`config.mk`:
```
export PLATFORM = sky130hd
export DESIGN_NAME = e3fa_aligner
export DESIGN_NICKNAME = d
export VERILOG_FILES = /design/src/rtl/e3fa_pkg.sv /design/src/rtl/e3fa_fas_det.sv /design/src/rtl/e3fa_pos_cnt.sv /design/src/rtl/e3fa_err_cnt.sv /design/src/rtl/e3fa_aligner.sv
export SDC_FILE = /design/constraint.sdc
export NUM_CORES = 1
export LEC_CHECK = 0
export CAP_MARGIN = 15
export CORE_MARGIN = 4
export CORE_UTILIZATION = 45
export DETAILED_ROUTE_END_ITERATION = 6
export GPL_ROUTABILITY_DRIVEN = 0
export GPL_TIMING_DRIVEN = 0
export PLACE_DENSITY = 0.61
export SLEW_MARGIN = 20
export SYNTH_ARGS = -nofsm -noshare
export SYNTH_HDL_FRONTEND = slang
export SYNTH_SLANG_ARGS = --single-unit
```
`constraint.sdc`:
```
create_clock -name clk_i -period 1.9 [get_ports clk_i]
set_input_delay 0.38 -clock clk_i [delete_from_list [all_inputs] [get_ports clk_i]]
set_output_delay 0.38 -clock clk_i [all_outputs]
set_load 0.02 [all_outputs]
```
`src/rtl/e3fa_pkg.sv`:
```
package e3fa_pkg;
  typedef enum logic [1:0] {
    ST_HUNT   = 2'd0,
    ST_VERIFY = 2'd1,
    ST_SYNC   = 2'd2
  } fa_state_e;
endpackage

```
`src/rtl/e3fa_fas_det.sv`:
```
module e3fa_fas_det #(
  parameter int          FAS_W = 10,
  parameter logic [FAS_W-1:0] FAS_PAT = 10'b1111010000
) (
  input  logic clk_i,
  input  logic rst_ni,
  input  logic bit_i,
  input  logic vld_i,
  output logic match_o
);
  logic [FAS_W-2:0] sh_q;

  always_ff @(posedge clk_i or negedge rst_ni) begin
    if (!rst_ni)    sh_q <= '0;
    else if (vld_i) sh_q <= {sh_q[FAS_W-3:0], bit_i};
  end

  // window includes the bit presented this cycle
  assign match_o = vld_i && ({sh_q, bit_i} == FAS_PAT);
endmodule

```
`src/rtl/e3fa_pos_cnt.sv`:
```
module e3fa_pos_cnt #(
  parameter int FRAME_LEN = 1536,
  parameter int FAS_W     = 10,
  localparam int POS_W    = $clog2(FRAME_LEN)
) (
  input  logic             clk_i,
  input  logic             rst_ni,
  input  logic             adv_i,
  input  logic             load_i,
  output logic [POS_W-1:0] pos_o
);
  localparam logic [POS_W-1:0] LAST_POS = POS_W'(FRAME_LEN - 1);
  localparam logic [POS_W-1:0] LOAD_POS = POS_W'(FAS_W);

  logic [POS_W-1:0] pos_q;

  always_ff @(posedge clk_i or negedge rst_ni) begin
    if (!rst_ni) pos_q <= '0;
    else if (adv_i) begin
      if (load_i)                pos_q <= LOAD_POS;
      else if (pos_q == LAST_POS) pos_q <= '0;
      else                       pos_q <= pos_q + 1'b1;
    end
  end

  assign pos_o = pos_q;
endmodule

```
`src/rtl/e3fa_err_cnt.sv`:
```
module e3fa_err_cnt #(
  parameter int  ERR_LIMIT = 4,
  localparam int ERR_W     = $clog2(ERR_LIMIT + 1)
) (
  input  logic             clk_i,
  input  logic             rst_ni,
  input  logic             clr_i,
  input  logic             inc_i,
  output logic [ERR_W-1:0] cnt_o,
  output logic             last_o
);
  localparam logic [ERR_W-1:0] LAST_CNT = ERR_W'(ERR_LIMIT - 1);

  logic [ERR_W-1:0] cnt_q;

  always_ff @(posedge clk_i or negedge rst_ni) begin
    if (!rst_ni)    cnt_q <= '0;
    else if (clr_i) cnt_q <= '0;
    else if (inc_i) cnt_q <= cnt_q + 1'b1;
  end

  assign cnt_o  = cnt_q;
  assign last_o = (cnt_q == LAST_CNT);
endmodule

```
`src/rtl/e3fa_aligner.sv`:
```
module e3fa_aligner
  import e3fa_pkg::*;
#(
  parameter int FRAME_LEN = 1536,
  parameter int FAS_W     = 10,
  parameter logic [FAS_W-1:0] FAS_PAT = 10'b1111010000,
  parameter int ERR_LIMIT = 4
) (
  input  logic       clk_i,
  input  logic       rst_ni,
  input  logic       bit_i,
  input  logic       bit_vld_i,
  output logic       oof_o,
  output logic       frame_start_o,
  output logic [1:0] state_o
);
  localparam int POS_W = $clog2(FRAME_LEN);
  localparam int ERR_W = $clog2(ERR_LIMIT + 1);
  localparam logic [POS_W-1:0] CHK_POS = POS_W'(FAS_W - 1);

  fa_state_e        st_q, st_d;
  logic             aln_q, aln_d;
  logic             match, load, at_chk;
  logic             err_clr, err_inc, err_last;
  logic [POS_W-1:0] pos;
  logic [ERR_W-1:0] err_cnt;

  e3fa_fas_det #(.FAS_W(FAS_W), .FAS_PAT(FAS_PAT)) u_det (
    .clk_i(clk_i), .rst_ni(rst_ni), .bit_i(bit_i), .vld_i(bit_vld_i),
    .match_o(match)
  );

  e3fa_pos_cnt #(.FRAME_LEN(FRAME_LEN), .FAS_W(FAS_W)) u_pos (
    .clk_i(clk_i), .rst_ni(rst_ni), .adv_i(bit_vld_i), .load_i(load),
    .pos_o(pos)
  );

  e3fa_err_cnt #(.ERR_LIMIT(ERR_LIMIT)) u_err (
    .clk_i(clk_i), .rst_ni(rst_ni), .clr_i(err_clr), .inc_i(err_inc),
    .cnt_o(err_cnt), .last_o(err_last)
  );

  assign at_chk = bit_vld_i && (pos == CHK_POS);

  always_comb begin
    st_d    = st_q;
    aln_d   = aln_q;
    load    = 1'b0;
    err_clr = 1'b0;
    err_inc = 1'b0;
    unique case (st_q)
      ST_HUNT: begin
        err_clr = 1'b1;
        if (match) begin
          if (aln_q && at_chk) st_d = ST_SYNC;   // back at retained phase
          else begin
            st_d  = ST_VERIFY;
            load  = 1'b1;
            aln_d = 1'b1;
          end
        end
      end
      ST_VERIFY: begin
        err_clr = 1'b1;
        if (at_chk) begin
          if (match) st_d = ST_SYNC;
          else begin
            st_d  = ST_HUNT;
            aln_d = 1'b0;
          end
        end
      end
      ST_SYNC: begin
        if (at_chk) begin
          if (match) err_clr = 1'b1;
          else if (err_last) begin
            st_d    = ST_HUNT;
            err_clr = 1'b1;
          end else err_inc = 1'b1;
        end
      end
      default: begin
        st_d  = ST_HUNT;
        aln_d = 1'b0;
      end
    endcase
  end

  always_ff @(posedge clk_i or negedge rst_ni) begin
    if (!rst_ni) begin
      st_q  <= ST_HUNT;
      aln_q <= 1'b0;
    end else begin
      st_q  <= st_d;
      aln_q <= aln_d;
    end
  end

  assign state_o       = st_q;
  assign oof_o         = (st_q != ST_SYNC);
  assign frame_start_o = bit_vld_i && (st_q == ST_SYNC) && (pos == '0);
endmodule

```
==> impl_metrics.toml <==
[detailed_routing]
drt_pre_antenna_iters = 4
num_vias = 1216
drcViolationCount = 0
vias_per_cell = 5.74
ant_nets = 0
wl_per_cell_um = 15.6
drt_wl_total_um = 3310
drtIter0Drc = 66

[power]
clkPwrFrac_pct = 22.5
peakVddDrop_uv = 498
power_density_mw_per_mm2 = 949
p_int_w = 0.00116
power_w = 0.00176
switching_share_pct = 34.0
comb_power_share_pct = 29.9
p_seq_share_pct = 47.6
switchingPower_w = 0.000600
total_leakage_power_nw = 0.783

[critical_path]
rrSetupSlack_ns = -0.19
crit_family = "simple AND/OR/NAND/NOR gates"
critPathSlowestCell = "or4_4"
cp.depth = 4
path_class = "reg -> out"
slowest_delay_ns = 0.57
worstReg2RegEnd = "state_o[1]"
cp-end-kind = "primary output"
path_cells = "or4_4 -> nor3b_2 -> and2_4 -> buf_6"
cp.required_ns = 1.52
crit_start = "u_pos.pos_o[10]"
cp-endpoint = "frame_start_o"
startpoint_type = "flop"
arrival_ns = 1.74
crit_buf_inv = 1
r2r_start = "u_pos.pos_o[2]"
ff2ff_path_depth = 5
cp_max_fo = 2

[synthesis]
synth_seq_area_share_pct = 45.8
syn_inst = 138
netlist_area_mm2 = 0.00142
ys_ff_latch = 26
postSynthAreaPerCell_um2 = 10.3
yosysWarnings = 0
syn_nets = 147
synth_cell_type_count = 39

[clock_network]
hold_buffers = 0
root_buffer = "clkbuf_4"
clk_latency_ns = 0.33
clk_pin_slew_ns = 0.15
cts_tree = "built"
h-tree-depth = 1
cts_buffers = 3
cts_buffer_depth = 2
clock_sinks = 26

[run_status]
status = "complete, but fails checks"
violations = "setup timing"

[sta]
rsz0062_at_grt = "yes"
holdWs_ns = 0.0194
layout_setup_ws_ns = -0.223
max_freq_ghz = 0.471
finalCritPeriodShare_pct = 112
timing.slew.headroom_pct = 61.2
clock_skew_ns = 0.00106
hold_viol = 0
setup_viol = 18
period_needed_ns = 2.12
maxSlewViolCount = 0
worstMarginPinSlew_ns = 0.581

[cells_and_area]
register_area_um2 = 656
final_common_cell = "dfrtp_1"
fill_cells = 241
layout-drive-gt1-share_pct = 36.3
multi_input_area_um2 = 797
diodes = 0
fin_cells = 212
final_cell_mix = "dfrtp_1, buf_4, inv_1, mux2_2, nand2_1"
fin_nets = 178
final_core_util_pct = 61.3
syn_to_final_growth_pct = 30.5

[global_route]
grt_pass1_wl_um = 5530
grtUsageTotal_pct = 17.0
grt_pass1_vias = 1177
antenna_found_initial = 0
grt_max_degree = 27
grt_overflow = 0

[die]
ios = 8
start_util_pct = 46.9
die_w_um = 64.2
die_y_um = 64.2
die-area_mm2 = 0.00412
num_rows = 20
coreArea_mm2 = 0.00303

[placement]
placedCellCount = 189
hpwl_um = 2020
place_ws_ns = -1.00
port_buffers = 7

[run]
maxCapViolations = 0

[min_path]
hold_class = "in -> async"
-- power groups by stage --
stage | combinational [W] | sequential, W | clock, W
floorplan | 0.000334 | 0.000768 | 0
finish | 0.000527 | 0.000838 | 0.000397
global placement | 0.000403 | 0.000801 | 0
detailed placement | 0.000419 | 0.000805 | 0
global route | 0.000584 | 0.000856 | 0.000428
CTS | 0.000496 | 0.000803 | 0.000401
-- metal layers --
layer  part of all wire, %  vias to the layer above  track usage, %
met3                   3.1                        5            2.64
met5                     0                        -               0
met1                    45                      611            22.0
li1                      -                      576               -
met4                   1.4                        0            6.07
met2                    50                       24            28.5
-- cell families (layout without fill, tap and decap cells) --
| logic type | Yosys count | in the layout | synth area share [%] |
|---|---|---|---|
| fa+ha+maj | 5 | 5 | 4.40 |
| simple gates | 47 | 47 | 21.7 |
| flops | 26 | 26 | 45.8 |
| compound gates | 32 | 32 | 14.6 |
| mux | 9 | 9 | 7.04 |
| xor+xnor | 3 | 3 | 1.85 |
| buf+inv | 16 | 46 | 4.58 |
-- worst min-delay path by stage --
stage	from	end	slack (ns)	cells past startpoint
3_5_place_dp	rst_ni	u_err.cnt_o[0]	0.41	1
5_1_grt	rst_ni	u_err.cnt_o[0]	0.04	1
6_report	rst_ni	u_err.cnt_o[0]	0.02	1
3_3_place_gp	u_err.cnt_o[0]	u_err.cnt_o[0]	0.47	1
2_1_floorplan	rst_ni	aln_q	0.08	0
4_1_cts	rst_ni	u_err.cnt_o[0]	0.04	1
-- repair_timing --
item / 4_1_cts / 5_1_grt
endpoints found under the setup margin: 19 / 21
pin swaps: 7 / 9
buffers inserted: 17 / 5
gates resized for setup: 25 / 15
-- metrics by stage --
stage	setup TNS, ns	area (µm²)
detailed placement	-11.74	1540
global placement	-11.50	1550
finish	-2.23	1860
global route	-3.17	1860
floorplan	-0.0792	1420
CTS	-2.07	1770
-- flip-flops by register name, indices dropped and copies added, names as in the netlist --
name	count
aln_q	1
state_o	2
u_det.sh_q	9
u_err.cnt_o	3
u_pos.pos_o	11
-- layout make-up --
type / instances / share of cell area (%)
Inverter: 10 / 2.02
Clock buffer: 3 / 1.21
Clock inverter: 1 / 1.62
Multi-Input combinational cell: 96 / 43.0
Buffer: 3 / 1.01
Timing Repair Buffer: 29 / 12.9
Sequential cell: 26 / 35.3
Tap cell: 44 / 2.97
-- cells in the mapped netlist --
cell	number	area share (%)
nand3b_1	1	0.53
and3_1	2	0.88
and4_1	1	0.62
o22a_1	1	0.62
o311ai_1	2	1.2
mux2i_1	1	0.70
nor4_1	4	1.8
or4b_4	1	0.97
a22o_1	1	0.62
nor3b_1	2	1.1
a21oi_1	6	2.1
buf_2	1	0.35
nand2_1	7	1.8
o211ai_1	3	1.6
o31ai_2	1	0.88
nor2_1	5	1.3
xnor2_1	3	1.8
nand3_1	2	0.70
and2_1	2	0.88
o21ai_2	1	0.62
nor4_4	1	1.5
ha_1	5	4.4
o21ai_0	6	2.1
mux2_2	8	6.3
o21ai_1	2	0.70
clkbuf_1	4	1.1
buf_4	1	0.53
inv_1	10	2.6
nand4_1	4	1.8
or4_4	2	1.6
or4b_1	1	0.70
dfrtp_1	26	46
nand4b_1	1	0.62
o21a_1	2	1.1
nor3_1	4	1.4
or4_1	2	1.1
or4bb_1	1	0.79
nand2b_1	4	1.8
o22ai_1	7	3.1
(Power assumes the default switching activity.)
